[config.mk]
export PLATFORM = sky130hd
export DESIGN_NAME = mm_timer
export DESIGN_NICKNAME = d
export VERILOG_FILES = /design/src/rtl/tmr_pkg.sv /design/src/rtl/tmr_prescale.sv /design/src/rtl/tmr_core.sv /design/src/rtl/mm_timer.sv
export SDC_FILE = /design/constraint.sdc
export NUM_CORES = 1
export LEC_CHECK = 0
export ABC_AREA = 1
export BUFFER_PORTS_ARGS = -buffer_cell sky130_fd_sc_hd__buf_4
export CAP_MARGIN = 10
export CORE_UTILIZATION = 35
export CTS_CLUSTER_DIAMETER = 200
export DETAILED_ROUTE_END_ITERATION = 10
export GPL_TIMING_DRIVEN = 0
export HOLD_SLACK_MARGIN = 0.12
export PLACE_DENSITY = 0.64
export SYNTH_ARGS = -nofsm -noshare
export SYNTH_HDL_FRONTEND = slang
export SYNTH_HIERARCHICAL = 1
export SYNTH_SLANG_ARGS = --single-unit
[constraint.sdc]
create_clock -name clk -period 2.3 [get_ports clk]
set_clock_uncertainty 0.1 [all_clocks]
set_input_delay 0.345 -clock clk [delete_from_list [all_inputs] [get_ports clk]]
set_output_delay 0.345 -clock clk [all_outputs]
set_load 0.01 [all_outputs]
[src/rtl/tmr_pkg.sv]
package tmr_pkg;
    typedef enum logic [1:0] {
        MODE_HOLD = 2'b00,
        MODE_UP   = 2'b01,
        MODE_FREE = 2'b10,
        MODE_UPDN = 2'b11
    } tmr_mode_e;
endpackage

[src/rtl/tmr_prescale.sv]
module tmr_prescale #(
    parameter int DIV_W = 2
) (
    input  logic             clk,
    input  logic             rst_n,
    input  logic             src_i,
    input  logic             clr_i,
    input  logic [DIV_W-1:0] div_i,
    output logic             tick_o
);
    localparam int CW = (1 << DIV_W) - 1;

    typedef struct packed {
        logic [CW-1:0] cnt;
    } pre_st_t;

    pre_st_t st_d, st_q;
    logic [CW:0]   one_sh;
    logic [CW-1:0] mask;

    always_comb begin
        one_sh = {{CW{1'b0}}, 1'b1} << div_i;
        mask   = one_sh[CW-1:0] - {{(CW-1){1'b0}}, 1'b1};
        tick_o = src_i && !clr_i && (st_q.cnt == mask);
        st_d   = st_q;
        if (clr_i)       st_d.cnt = '0;
        else if (tick_o) st_d.cnt = '0;
        else if (src_i)  st_d.cnt = st_q.cnt + {{(CW-1){1'b0}}, 1'b1};
    end

    always_ff @(posedge clk or negedge rst_n) begin
        if (!rst_n) st_q <= '0;
        else        st_q <= st_d;
    end

    // with a divide above one, two ticks never come back to back
    p_div_gap_r6: assert property (@(posedge clk) disable iff (!rst_n)
        (tick_o && mask != '0) |=> (!tick_o || mask == '0));
endmodule

[src/rtl/tmr_core.sv]
module tmr_core
    import tmr_pkg::*;
#(
    parameter int W = 16
) (
    input  logic      clk,
    input  logic      rst_n,
    input  logic      tick_i,
    input  logic      clr_i,
    input  tmr_mode_e mode_i,
    input  logic [W-1:0] per_i,
    output logic [W-1:0] cnt_o,
    output logic      match_o,
    output logic      ovf_o
);
    localparam logic [W-1:0] MAXV = '1;
    localparam logic [W-1:0] ONE  = {{(W-1){1'b0}}, 1'b1};

    typedef struct packed {
        logic [W-1:0] cnt;
        logic         down;
        logic         match;
    } core_st_t;

    core_st_t st_d, st_q;

    always_comb begin
        st_d       = st_q;
        st_d.match = 1'b0;
        ovf_o      = 1'b0;
        if (clr_i) begin
            st_d.cnt  = '0;
            st_d.down = 1'b0;
        end else if (tick_i) begin
            unique case (mode_i)
                MODE_UP: begin
                    st_d.down = 1'b0;
                    if (st_q.cnt >= per_i) begin
                        st_d.cnt = '0;
                        ovf_o    = 1'b1;
                    end else begin
                        st_d.cnt = st_q.cnt + ONE;
                    end
                    st_d.match = (st_d.cnt == per_i);
                end
                MODE_FREE: begin
                    st_d.down = 1'b0;
                    st_d.cnt  = st_q.cnt + ONE;
                    ovf_o     = (st_q.cnt == MAXV);
                end
                MODE_UPDN: begin
                    if (st_q.down || (st_q.cnt >= per_i)) begin
                        if (st_q.cnt != '0) begin
                            st_d.cnt  = st_q.cnt - ONE;
                            st_d.down = (st_q.cnt != ONE);
                            ovf_o     = (st_q.cnt == ONE);
                        end else begin
                            st_d.down = 1'b0;
                        end
                    end else begin
                        st_d.cnt   = st_q.cnt + ONE;
                        st_d.match = (st_d.cnt == per_i);
                    end
                end
                default: ;
            endcase
        end
    end

    always_ff @(posedge clk or negedge rst_n) begin
        if (!rst_n) st_q <= '0;
        else        st_q <= st_d;
    end

    assign cnt_o   = st_q.cnt;
    assign match_o = st_q.match;

    // the hold mode freezes the count
    p_hold_frozen_r1: assert property (@(posedge clk) disable iff (!rst_n)
        (mode_i == MODE_HOLD && !clr_i) |=> $stable(cnt_o));
    // free-running mode steps by exactly one per tick
    p_free_step_r4: assert property (@(posedge clk) disable iff (!rst_n)
        (mode_i == MODE_FREE && tick_i && !clr_i) |=> (cnt_o == W'($past(cnt_o) + ONE)));
endmodule

[src/rtl/mm_timer.sv]
module mm_timer
    import tmr_pkg::*;
#(
    parameter int CNT_W = 16,
    parameter int NSRC  = 2,
    parameter int DIV_W = 2,
    localparam int SRC_W = (NSRC > 1) ? $clog2(NSRC) : 1
) (
    input  logic             clk,
    input  logic             rst_n,
    input  logic [NSRC-1:0]  src_tick_i,
    input  logic             cfg_we_i,
    input  logic [1:0]       cfg_mode_i,
    input  logic [SRC_W-1:0] cfg_src_i,
    input  logic [DIV_W-1:0] cfg_div_i,
    input  logic             cfg_ie_i,
    input  logic             per_we_i,
    input  logic [CNT_W-1:0] per_i,
    input  logic             clr_i,
    input  logic             flag_clr_i,
    output logic [CNT_W-1:0] count_o,
    output logic             per_match_o,
    output logic             ovf_flag_o,
    output logic             irq_o
);
    typedef struct packed {
        tmr_mode_e        mode;
        logic [SRC_W-1:0] src;
        logic [DIV_W-1:0] div;
        logic             ie;
        logic [CNT_W-1:0] per;
        logic             flag;
    } top_st_t;

    top_st_t st_d, st_q;
    logic    src_sel, tick, ovf_evt;

    always_comb begin
        st_d = st_q;
        if (cfg_we_i) begin
            st_d.mode = tmr_mode_e'(cfg_mode_i);
            st_d.src  = cfg_src_i;
            st_d.div  = cfg_div_i;
            st_d.ie   = cfg_ie_i;
        end
        if (per_we_i)        st_d.per  = per_i;
        if (ovf_evt)         st_d.flag = 1'b1;
        else if (flag_clr_i) st_d.flag = 1'b0;
    end

    always_ff @(posedge clk or negedge rst_n) begin
        if (!rst_n) st_q <= '0;
        else        st_q <= st_d;
    end

    assign src_sel = src_tick_i[st_q.src];

    tmr_prescale #(.DIV_W(DIV_W)) u_pre (
        .clk(clk), .rst_n(rst_n), .src_i(src_sel), .clr_i(clr_i),
        .div_i(st_q.div), .tick_o(tick)
    );

    tmr_core #(.W(CNT_W)) u_core (
        .clk(clk), .rst_n(rst_n), .tick_i(tick), .clr_i(clr_i),
        .mode_i(st_q.mode), .per_i(st_q.per), .cnt_o(count_o),
        .match_o(per_match_o), .ovf_o(ovf_evt)
    );

    assign ovf_flag_o = st_q.flag;
    assign irq_o      = st_q.flag & st_q.ie;

    // a clear strobe leaves the count at zero
    p_clear_zero_r8: assert property (@(posedge clk) disable iff (!rst_n)
        clr_i |=> (count_o == '0));
    // the flag only drops on a clear strobe
    p_flag_sticky_r9: assert property (@(posedge clk) disable iff (!rst_n)
        (ovf_flag_o && !flag_clr_i) |=> ovf_flag_o);
    // set beats clear in the same cycle
    p_set_wins_r10: assert property (@(posedge clk) disable iff (!rst_n)
        (ovf_evt && flag_clr_i) |=> ovf_flag_o);
endmodule

==> impl_metrics.tcl, run 1 <==
set metrics [dict create \
    status "finished with violations" \
    failed_checks "negative setup slack" \
    firstDrtPassIters 5 \
    rsz0062_at_grt "true" \
    finalWirelength_mm 13.77 \
    avgSynthCellArea_um2 6.702 \
    cts_root_buffer "clkbuf_16" \
    grt_pass1_wl_mm 22.67 \
    yosysTopAreaCell "dfrtp_1" \
    clk_path_buf_depth 2 \
    die_h_um 110.4 \
    cellPowerDensity_nw_per_um2 368.8 \
    htree_levels 2 \
    synth.distinct_cells 44 \
    layout_common_cells "nand2_1 (200), buf_4 (105), inv_1 (60)" \
    diodes 0 \
    cts_tree "done" \
    grt_overflow 0 \
    first_global_vias 4408 \
    path_buf_inv 4 \
    clk_pin_slew_ns 0.07 \
    timing.slew.headroom_pct 53.57 \
    worstMarginPinSlew_ns 0.6964 \
    cts_buffers 5 \
    postRouteAntennaNets 0 \
    setup_viol 15 \
    drive_gt1_share_pct 33.89 \
    worstHoldStart "per_i[10]" \
    clock_latency_ns 0.29 \
    slew_violations 0 \
    pin_count 49 \
    postPlaceCellArea_um2 4647 \
    final_common_cell "nand2_1" \
    fmax_ghz 0.4175 \
    post-route-period-util_pct 104.2 \
    antenna_found_initial 0 \
    crit_chain "clkinvlp_4 > ha_4 > nand4_1 > nor2_2 > nor2_2 > nand2_2 > nand2_4 > nand2_8 > nor2_8 > inv_4 > nand2_1 > nand2_2 > inv_4 > buf_6 > nand2_1 > o21ai_0" \
    end_kind "flip-flop" \
    min_path_type "input pin to flip-flop" \
    dp_hpwl_mm 9.412 \
    seq_area_frac_synth_pct 26.76 \
    cpPeakStageDelay_ns 0.40 \
    synth_nets 665 \
    initial_core_util_pct 36.04 \
    grt_max_degree 45 \
    yosysWarnings 6 \
    r2r_cells 16 \
    syn_inst 614 \
    crit_family "simple AND/OR/NAND/NOR gates" \
    via_per_inst 5.271 \
    final_nets 768 \
    crit_type "flip-flop to flip-flop" \
    clock_sinks 44 \
    r2r-start "u_core/cnt_o[0]" \
    r2r_setup_slack_ns -0.1 \
    die_x_um 110.4 \
    crit_slowest_cell "dfrtp_2" \
    dp_slack_ns -0.7486 \
    fin_crit_ns 2.395 \
    finalSetupTns_ns -0.9277 \
    ys_ff_latch 44 \
    port_buffers 47 \
    fp-row-count 39 \
    final_area_um2 5627 \
    finalHoldViolCount 0 \
    vias 4533 \
    ir_drop_v 0.0002422 \
    crit_path_max_fanout 7 \
    fin_hold_ws_ns 0.1528 \
    drv_cap 0 \
    hold_end "st_q[11]" \
    yosys.area.top_type_share_pct 26.76 \
    p_total_w 0.002075 \
    syn_area_um2 4115 \
    core-area_um2 11420 \
    critPathArrivalTime_ns 2.46 \
    drtIter0Drc 345 \
    netlist_top_cells_area "dfrtp_1 (27%), nand2_1 (19%), nand3_1 (6.7%)" \
    crit_cells 16 \
    grt_usage_pct 23.20 \
    syn_to_final_growth_pct 36.73 \
    critical_path_required_ns 2.36 \
    drc_errors 0 \
    wire_per_inst_um 16.01 \
    worstReg2RegEnd "u_core/cnt_o[13]" \
    layout_setup_ws_ns -0.09546 \
    p_leak_nw 2.903 \
    gp_congestion 0.8985 \
    dieArea_um2 12190 \
    start_kind "flip-flop" \
    min_path_cells 3 \
]
Yosys cell counts, drive strengths merged:
| library cell | count |
|---|---|
| ha | 21 |
| nor3b | 1 |
| o22ai | 8 |
| inv | 77 |
| nand3b | 2 |
| o21ai | 40 |
| nand4 | 17 |
| nand2 | 222 |
| o2111ai | 1 |
| nand3 | 57 |
| nor4 | 1 |
| a21oi | 12 |
| or2 | 1 |
| o211ai | 1 |
| nor3 | 10 |
| nor2 | 46 |
| clkbuf | 4 |
| xor2 | 21 |
| xnor2 | 1 |
| o31ai | 1 |
| buf | 22 |
| o21bai | 3 |
| a21boi | 1 |
| dfrtp | 44 |
flip-flops by register name (all words and copies together) (netlist names):
signal,flops
u_core/match_o,1
ovf_flag_o,1
st_q,22
u_core/cnt_o,16
u_pre/st_q,3
u_core/st_q,1
layer usage:
layer / track usage [%] / up-vias / share of wire (%)
met5: 0 / - / 0
met4: 9.511 / 0 / 2.9
met3: 2.799 / 32 / 8.0
met2: 37.14 / 194 / 46
met1: 31.63 / 2136 / 43
li1: - / 2171 / -
stage by stage:
step	util, %	std cells
6_report	49.28	860
5_1_grt	49.28	860
2_1_floorplan	-	614
3_3_place_gp	40.70	804
3_5_place_dp	40.70	804
4_1_cts	47.74	855
worst min-delay path: cells and delay by family:
| family | cells | cell delay [ns] |
|---|---|---|
| buffers and inverters | 1 | 0.07 |
| AND/OR/NAND/NOR | 2 | 0.09 |
power by group:
group	internal (W)	switching (W)	leakage, nW
logic	0.000197	0.000256	2.28
registers	0.000814	0.0000424	0.547
clock network	0.000457	0.000309	0.0760
cells by family (layout without fill, tap and decap cells):
kind of cell             after synthesis  count (layout)  synth area share [%]
AO/OA/AOI/OAI                         67              67                 9.304
XOR/XNOR                              22              22                 5.321
adder cells (fa/ha/maj)               21              21                 6.385
buffers and inverters                103             206                 12.65
flip-flops                            44              44                 26.76
AND/OR/NAND/NOR                      357             357                 39.59
how the worst max path moves through the flow:
stage | slack [ns] | start | to
after global placement | -0.71 | u_core/cnt_o[0] | u_core/cnt_o[9]
final | -0.1 | u_core/cnt_o[0] | u_core/cnt_o[13]
after detailed placement | -0.75 | u_core/cnt_o[0] | u_core/cnt_o[9]
after global routing | -0.19 | u_core/cnt_o[4] | u_core/match_o
after CTS | -0.03 | st_q[7] | u_core/cnt_o[9]
after floorplan | 0.05 | u_core/cnt_o[0] | u_core/cnt_o[11]
cell type report:
type,count,area (µm²)
fillers,1174,5792
well taps,143,178.9
flip-flops and latches,44,1122
inverters,77,307.8
clock buffers,7,152.6
plain buffers,26,246.5
repair buffers,96,754.5
multi-input cells,467,2864
timing repair:
action                                 CTS  global route
pin swaps                               17            17
cloned                                   2             0
setup buffers                           41             5
endpoints found under the hold margin   44             0
hold buffers                             1             0
gates resized for setup                 91            35
setup endpoints to repair               19            18
(Power assumes the default switching activity.)
==> inputs of run 2 (changes only) <==
==> constraint.sdc (replaced) <==
create_clock -name clk -period 2.3 [get_ports clk]
set_clock_uncertainty 0.1 [all_clocks]
set_input_delay 0.115 -clock clk [delete_from_list [all_inputs] [get_ports clk]]
set_output_delay 0.115 -clock clk [all_outputs]
set_load 0.01 [all_outputs]
==> impl_metrics.tcl, run 2 (synthesized netlist as in run 1, its figures left out) <==
set metrics [dict create \
    failed_checks "negative setup slack" \
    use_met3_pct 2.415 \
    worstHoldStart "per_we_i" \
    busiest_layer "met2" \
    hold_end "st_q[10]" \
    vias 4790 \
    via_per_inst 5.229 \
    start_kind "flip-flop" \
    cts_buffers 5 \
    r2r_setup_slack_ns -0.1 \
    status "finished with violations" \
    port_buffers 47 \
    drv_cap 0 \
    fin_hold_ws_ns 0.1209 \
    grt_max_degree 45 \
    ir_drop_v 0.0002432 \
    timing.slew.headroom_pct 53.93 \
    grt_pass1_wl_mm 24.34 \
    dieArea_um2 12190 \
    htree_levels 2 \
    die_x_um 110.4 \
    grtUsageMet1_pct 32.58 \
    largest_reg_flops 22 \
    final_area_um2 6177 \
    clock_latency_ns 0.29 \
    regMostFlops "st_q" \
    post-route-period-util_pct 104.3 \
    end_kind "flip-flop" \
    drc_errors 0 \
    layout_common_cells "nand2_1 (203), buf_4 (107), inv_1 (59)" \
    fin_crit_ns 2.398 \
    die_h_um 110.4 \
    core-area_um2 11420 \
    drive_gt1_share_pct 31.18 \
    grt_usage_pct 24.95 \
    cellPowerDensity_nw_per_um2 351.4 \
    initial_core_util_pct 36.04 \
    postPlaceCellArea_um2 4647 \
    diodes 0 \
    finalHoldViolCount 0 \
    setup_viol 15 \
    final_nets 824 \
    crit_path_max_fanout 4 \
    gp_congestion 0.8985 \
    finalWirelength_mm 14.95 \
    firstDrtPassIters 7 \
    worstReg2RegEnd "u_core/match_o" \
    rsz0062_at_grt "true" \
    antenna_found_initial 0 \
    layout_setup_ws_ns -0.09800 \
    critPathArrivalTime_ns 2.52 \
    clk_path_buf_depth 2 \
    min_path_cells 4 \
    crit_type "flip-flop to flip-flop" \
    worstMarginPinSlew_ns 0.6911 \
    p_leak_nw 3.123 \
    cts_root_buffer "clkbuf_16" \
    first_global_vias 4762 \
    fp-row-count 39 \
    final_common_cell "nand2_1" \
    wire_per_inst_um 16.32 \
    min_path_type "input pin to flip-flop" \
    grt_overflow 0 \
    syn_to_final_growth_pct 50.11 \
    r2r-start "u_core/cnt_o[0]" \
    clock_sinks 44 \
    use_met2_pct 41.74 \
    cts_tree "done" \
    r2r_cells 13 \
    clk_pin_slew_ns 0.07 \
    fmax_ghz 0.4170 \
    critical_path_required_ns 2.42 \
    pin_count 49 \
    postRouteAntennaNets 0 \
    dp_hpwl_mm 9.412 \
    dp_slack_ns -0.7486 \
    drtIter0Drc 383 \
    slew_violations 0 \
]
==> run 2: cell count changes in the layout (fill, tap and decap cells not counted), sizes merged <==
cell         previous run  this run
inv                    76        75
clkinvlp                1         2
buf                   117       120
dlygate4sd3             1        54
==> run 2: layout make-up <==
type	instances	area (µm²)
fill	1107	5241
multi-input combinational	467	2845
timing repair buffer	152	1320
sequential	44	1122
inverter	77	311.5
buffer	26	246.5
tap	143	178.9
clock buffer	7	152.6
==> run 2: what timing repair did <==
item	4_1_cts	5_1_grt
pin swaps	17	18
buffers inserted	41	8
setup endpoints to repair	19	18
resized for setup	91	30
gates cloned	2	0
hold buffers	54	0
endpoints found under the hold margin	72	0
==> run 2: layer usage <==
metal / wire, µm / vias up
li1: - / 2285
met1: 6279 / 2227
met2: 7050 / 229
met3: 1095 / 49
met4: 524 / 0
met5: 0 / -
==> run 2: stage by stage <==
| step | setup TNS [ns] | instances | util [%] | power [W] |
|---|---|---|---|---|
| floorplan | 0 | 614 | - | 0.001082 |
| global placement | -11.57 | 804 | 40.70 | 0.001202 |
| detailed placement | -11.84 | 804 | 40.70 | 0.001214 |
| CTS | -0.2111 | 908 | 52.39 | 0.002136 |
| global route | -2.542 | 916 | 54.10 | 0.002275 |
| finish | -0.7815 | 916 | 54.10 | 0.002170 |
==> run 2: report_power, final <==
group	switching, W	internal (W)	total, W	leakage, nW
sequential	0.0000441	0.000814	0.000858	0.547
clock	0.000311	0.000457	0.000767	0.0760
combinational	0.000278	0.000267	0.000545	2.50
==> run 2: worst max path at each step <==
stage	endpoint	start	depth (start not counted)
5_1_grt	u_core/match_o	u_core/cnt_o[0]	15
3_5_place_dp	u_core/cnt_o[9]	u_core/cnt_o[0]	13
3_3_place_gp	u_core/cnt_o[9]	u_core/cnt_o[0]	13
2_1_floorplan	u_core/cnt_o[11]	u_core/cnt_o[0]	15
6_report	u_core/match_o	u_core/cnt_o[0]	13
4_1_cts	u_core/cnt_o[9]	st_q[7]	18
==> run 2: worst max-delay path: stages (launching register included) <==
cell	delay [ns]
dfrtp_2	0.40
buf_4	0.18
ha_4	0.18
nand2_2	0.10
nor2_4	0.22
xor2_4	0.21
inv_1	0.08
nand2_1	0.10
nand3_1	0.09
nor2_1	0.13
nand3b_1	0.10
nor2_2	0.13
nand4_1	0.13
a21oi_2	0.17
==> inputs of run 3 (changes only) <==
--- a/config.mk
+++ b/config.mk
@@ -8,7 +8,9 @@
 export ABC_AREA = 1
 export BUFFER_PORTS_ARGS = -buffer_cell sky130_fd_sc_hd__buf_4
 export CAP_MARGIN = 10
+export CORE_MARGIN = 2
 export CORE_UTILIZATION = 35
+export CTS_BUF_LIST = sky130_fd_sc_hd__clkbuf_4
 export CTS_CLUSTER_DIAMETER = 200
 export DETAILED_ROUTE_END_ITERATION = 10
 export GPL_TIMING_DRIVEN = 0
==> impl_metrics.tcl, run 3 (synthesized netlist as in run 1, its figures left out) <==
set metrics [dict create \
    grt_overflow 0 \
    die_x_um 112.4 \
    drv_cap 0 \
    cpPeakStageDelay_ns 0.43 \
    dieArea_um2 12640 \
    grt_usage_pct 22.58 \
    crit_path_max_fanout 7 \
    wire_per_inst_um 15.55 \
    setup_viol 17 \
    via_per_inst 5.122 \
    critPathArrivalTime_ns 2.63 \
    grtUsageMet1_pct 31.37 \
    finalWirelength_mm 14.43 \
    regMostFlops "st_q" \
    final_area_um2 6208 \
    cts_tree "done" \
    port_buffers 47 \
    grt_max_degree 45 \
    use_met3_pct 2.484 \
    antenna_found_initial 0 \
    largest_reg_flops 22 \
    clk_path_buf_depth 2 \
    status "finished with violations" \
    finalHoldViolCount 0 \
    die_h_um 112.4 \
    htree_levels 2 \
    fmax_ghz 0.4104 \
    postRouteAntennaNets 0 \
    postPlaceCellArea_um2 4647 \
    crit_slowest_cell "dfrtp_2" \
    gp_congestion 0.9358 \
    drc_errors 0 \
    final_nets 835 \
    layout_setup_ws_ns -0.1366 \
    final_common_cell "nand2_1" \
    pin_count 49 \
    failed_checks "negative setup slack" \
    critical_path_required_ns 2.49 \
    end_kind "flip-flop" \
    dp_hpwl_mm 9.404 \
    cts_root_buffer "clkbuf_4" \
    fp-row-count 39 \
    nFillCells 1042 \
    busiest_layer "met2" \
    crit_type "flip-flop to flip-flop" \
    cts_buffers 5 \
    drtIter0Drc 374 \
    min_path_type "input pin to async pin" \
    path_buf_inv 3 \
    crit_family "simple AND/OR/NAND/NOR gates" \
    p_leak_nw 3.190 \
    clock_latency_ns 0.37 \
    finalSetupTns_ns -1.190 \
    cellPowerDensity_nw_per_um2 291.1 \
    clock_sinks 44 \
    rsz0062_at_grt "true" \
    layout_common_cells "nand2_1 (204), buf_4 (101), dlygate4sd3_1 (70)" \
    initial_core_util_pct 35.89 \
    worstMarginPinSlew_ns 0.7213 \
    timing.slew.headroom_pct 51.91 \
    syn_to_final_growth_pct 50.87 \
    fin_crit_ns 2.437 \
    crit_chain "clkinvlp_4 > ha_4 > nand4_1 > nor2_1 > nor2_1 > nand2_1 > nand2_4 > buf_12 > clkbuf_16 > nand3_2 > nand2_1 > nor2_1 > nand2_1 > nor2_2 > nand3_1 > a21oi_1" \
    drive_gt1_share_pct 29.94 \
    vias 4753 \
    use_met2_pct 37.63 \
    post-route-period-util_pct 105.9 \
    start_kind "flip-flop" \
    final_util_pct 54.14 \
    diodes 0 \
    firstDrtPassIters 5 \
    core-area_um2 11470 \
    ir_drop_v 0.0002106 \
    grt_pass1_wl_mm 22.89 \
    clk_pin_slew_ns 0.15 \
    slew_violations 0 \
    first_global_vias 4569 \
]
run 3: cell count changes in the layout (fill, tap and decap cells not counted), moves of 4 or more:
cell	previous run	this run
clkbuf_16	5	1
clkbuf_4	1	5
dlygate4sd3_1	54	70
o21ai_1	18	10
o21ai_2	4	13
buf_4	107	101
ha_4	13	9
ha_1	7	12
run 3: path summary, 6_finish.rpt:
path	endpoint	startpoint	cells past startpoint	slack, ns
setup / recovery	u_core/match_o	u_core/cnt_o[0]	16	-0.14
hold / removal	u_core/cnt_o[2]	rst_n	2	0.18
setup reg to reg	u_core/match_o	u_core/cnt_o[0]	16	-0.14
hold reg to reg	ovf_flag_o	ovf_flag_o	2	0.45
max in group asynchronous	st_q[6]	rst_n	2	1.48
min in group clk	u_pre/st_q[1]	src_tick_i[0]	8	0.22
run 3: layer usage:
layer | vias to the layer above | wire length (µm)
li1 | 2312 | -
met1 | 2196 | 6292
met2 | 217 | 6837
met3 | 28 | 1045
met4 | 0 | 259
met5 | - | 0
run 3: through the flow:
step / setup WS, ns / std cells / hold WS (ns) / total power, W
5_1_grt: -0.2303 / 928 / 0.2226 / 0.001898
3_3_place_gp: -0.6901 / 804 / 0.06294 / 0.001202
6_report: -0.1366 / 928 / 0.1793 / 0.001807
2_1_floorplan: 0.04963 / 614 / -0.2806 / 0.001082
4_1_cts: -0.1251 / 919 / 0.1896 / 0.001781
3_5_place_dp: -0.6866 / 804 / 0.06290 / 0.001212
run 3: power by group:
group / internal (W) / switching, W / leakage, nW
combinational: 0.000282 / 0.000278 / 2.61
sequential: 0.000813 / 0.0000448 / 0.548
clock: 0.000113 / 0.000276 / 0.0324
run 3: repair_timing:
item | 4_1_cts | 5_1_grt
gates resized for setup | 88 | 40
gates cloned | 3 | 0
pin swaps | 15 | 24
buffers inserted | 34 | 9
setup endpoints to repair | 19 | 18
hold buffers | 70 | 0
endpoints found under the hold margin | 73 | 0
run 3: area by class of cell:
| type | instances | area, µm² | area share (%) |
|---|---|---|---|
| Inverter | 77 | 314.1 | 5.058 |
| Clock buffer | 5 | 37.54 | 0.6046 |
| Tap cell | 143 | 178.9 | 2.882 |
| Multi-Input combinational cell | 467 | 2844 | 45.81 |
| Timing Repair Buffer | 163 | 1444 | 23.26 |
| Clock inverter | 3 | 13.76 | 0.2217 |
| Buffer | 26 | 254.0 | 4.091 |
| Sequential cell | 44 | 1122 | 18.08 |
run 3: worst register-to-register path: stages (launching register included):
cell and delay [ns]:
dfrtp_2 0.43, clkinvlp_4 0.15, ha_4 0.29, nand4_1 0.08, nor2_1 0.10, nor2_1 0.05
nand2_1 0.12, nand2_4 0.10, buf_12 0.15, clkbuf_16 0.15, nand3_2 0.05, nand2_1 0.06
nor2_1 0.09, nand2_1 0.07, nor2_2 0.14, nand3_1 0.09, a21oi_1 0.14
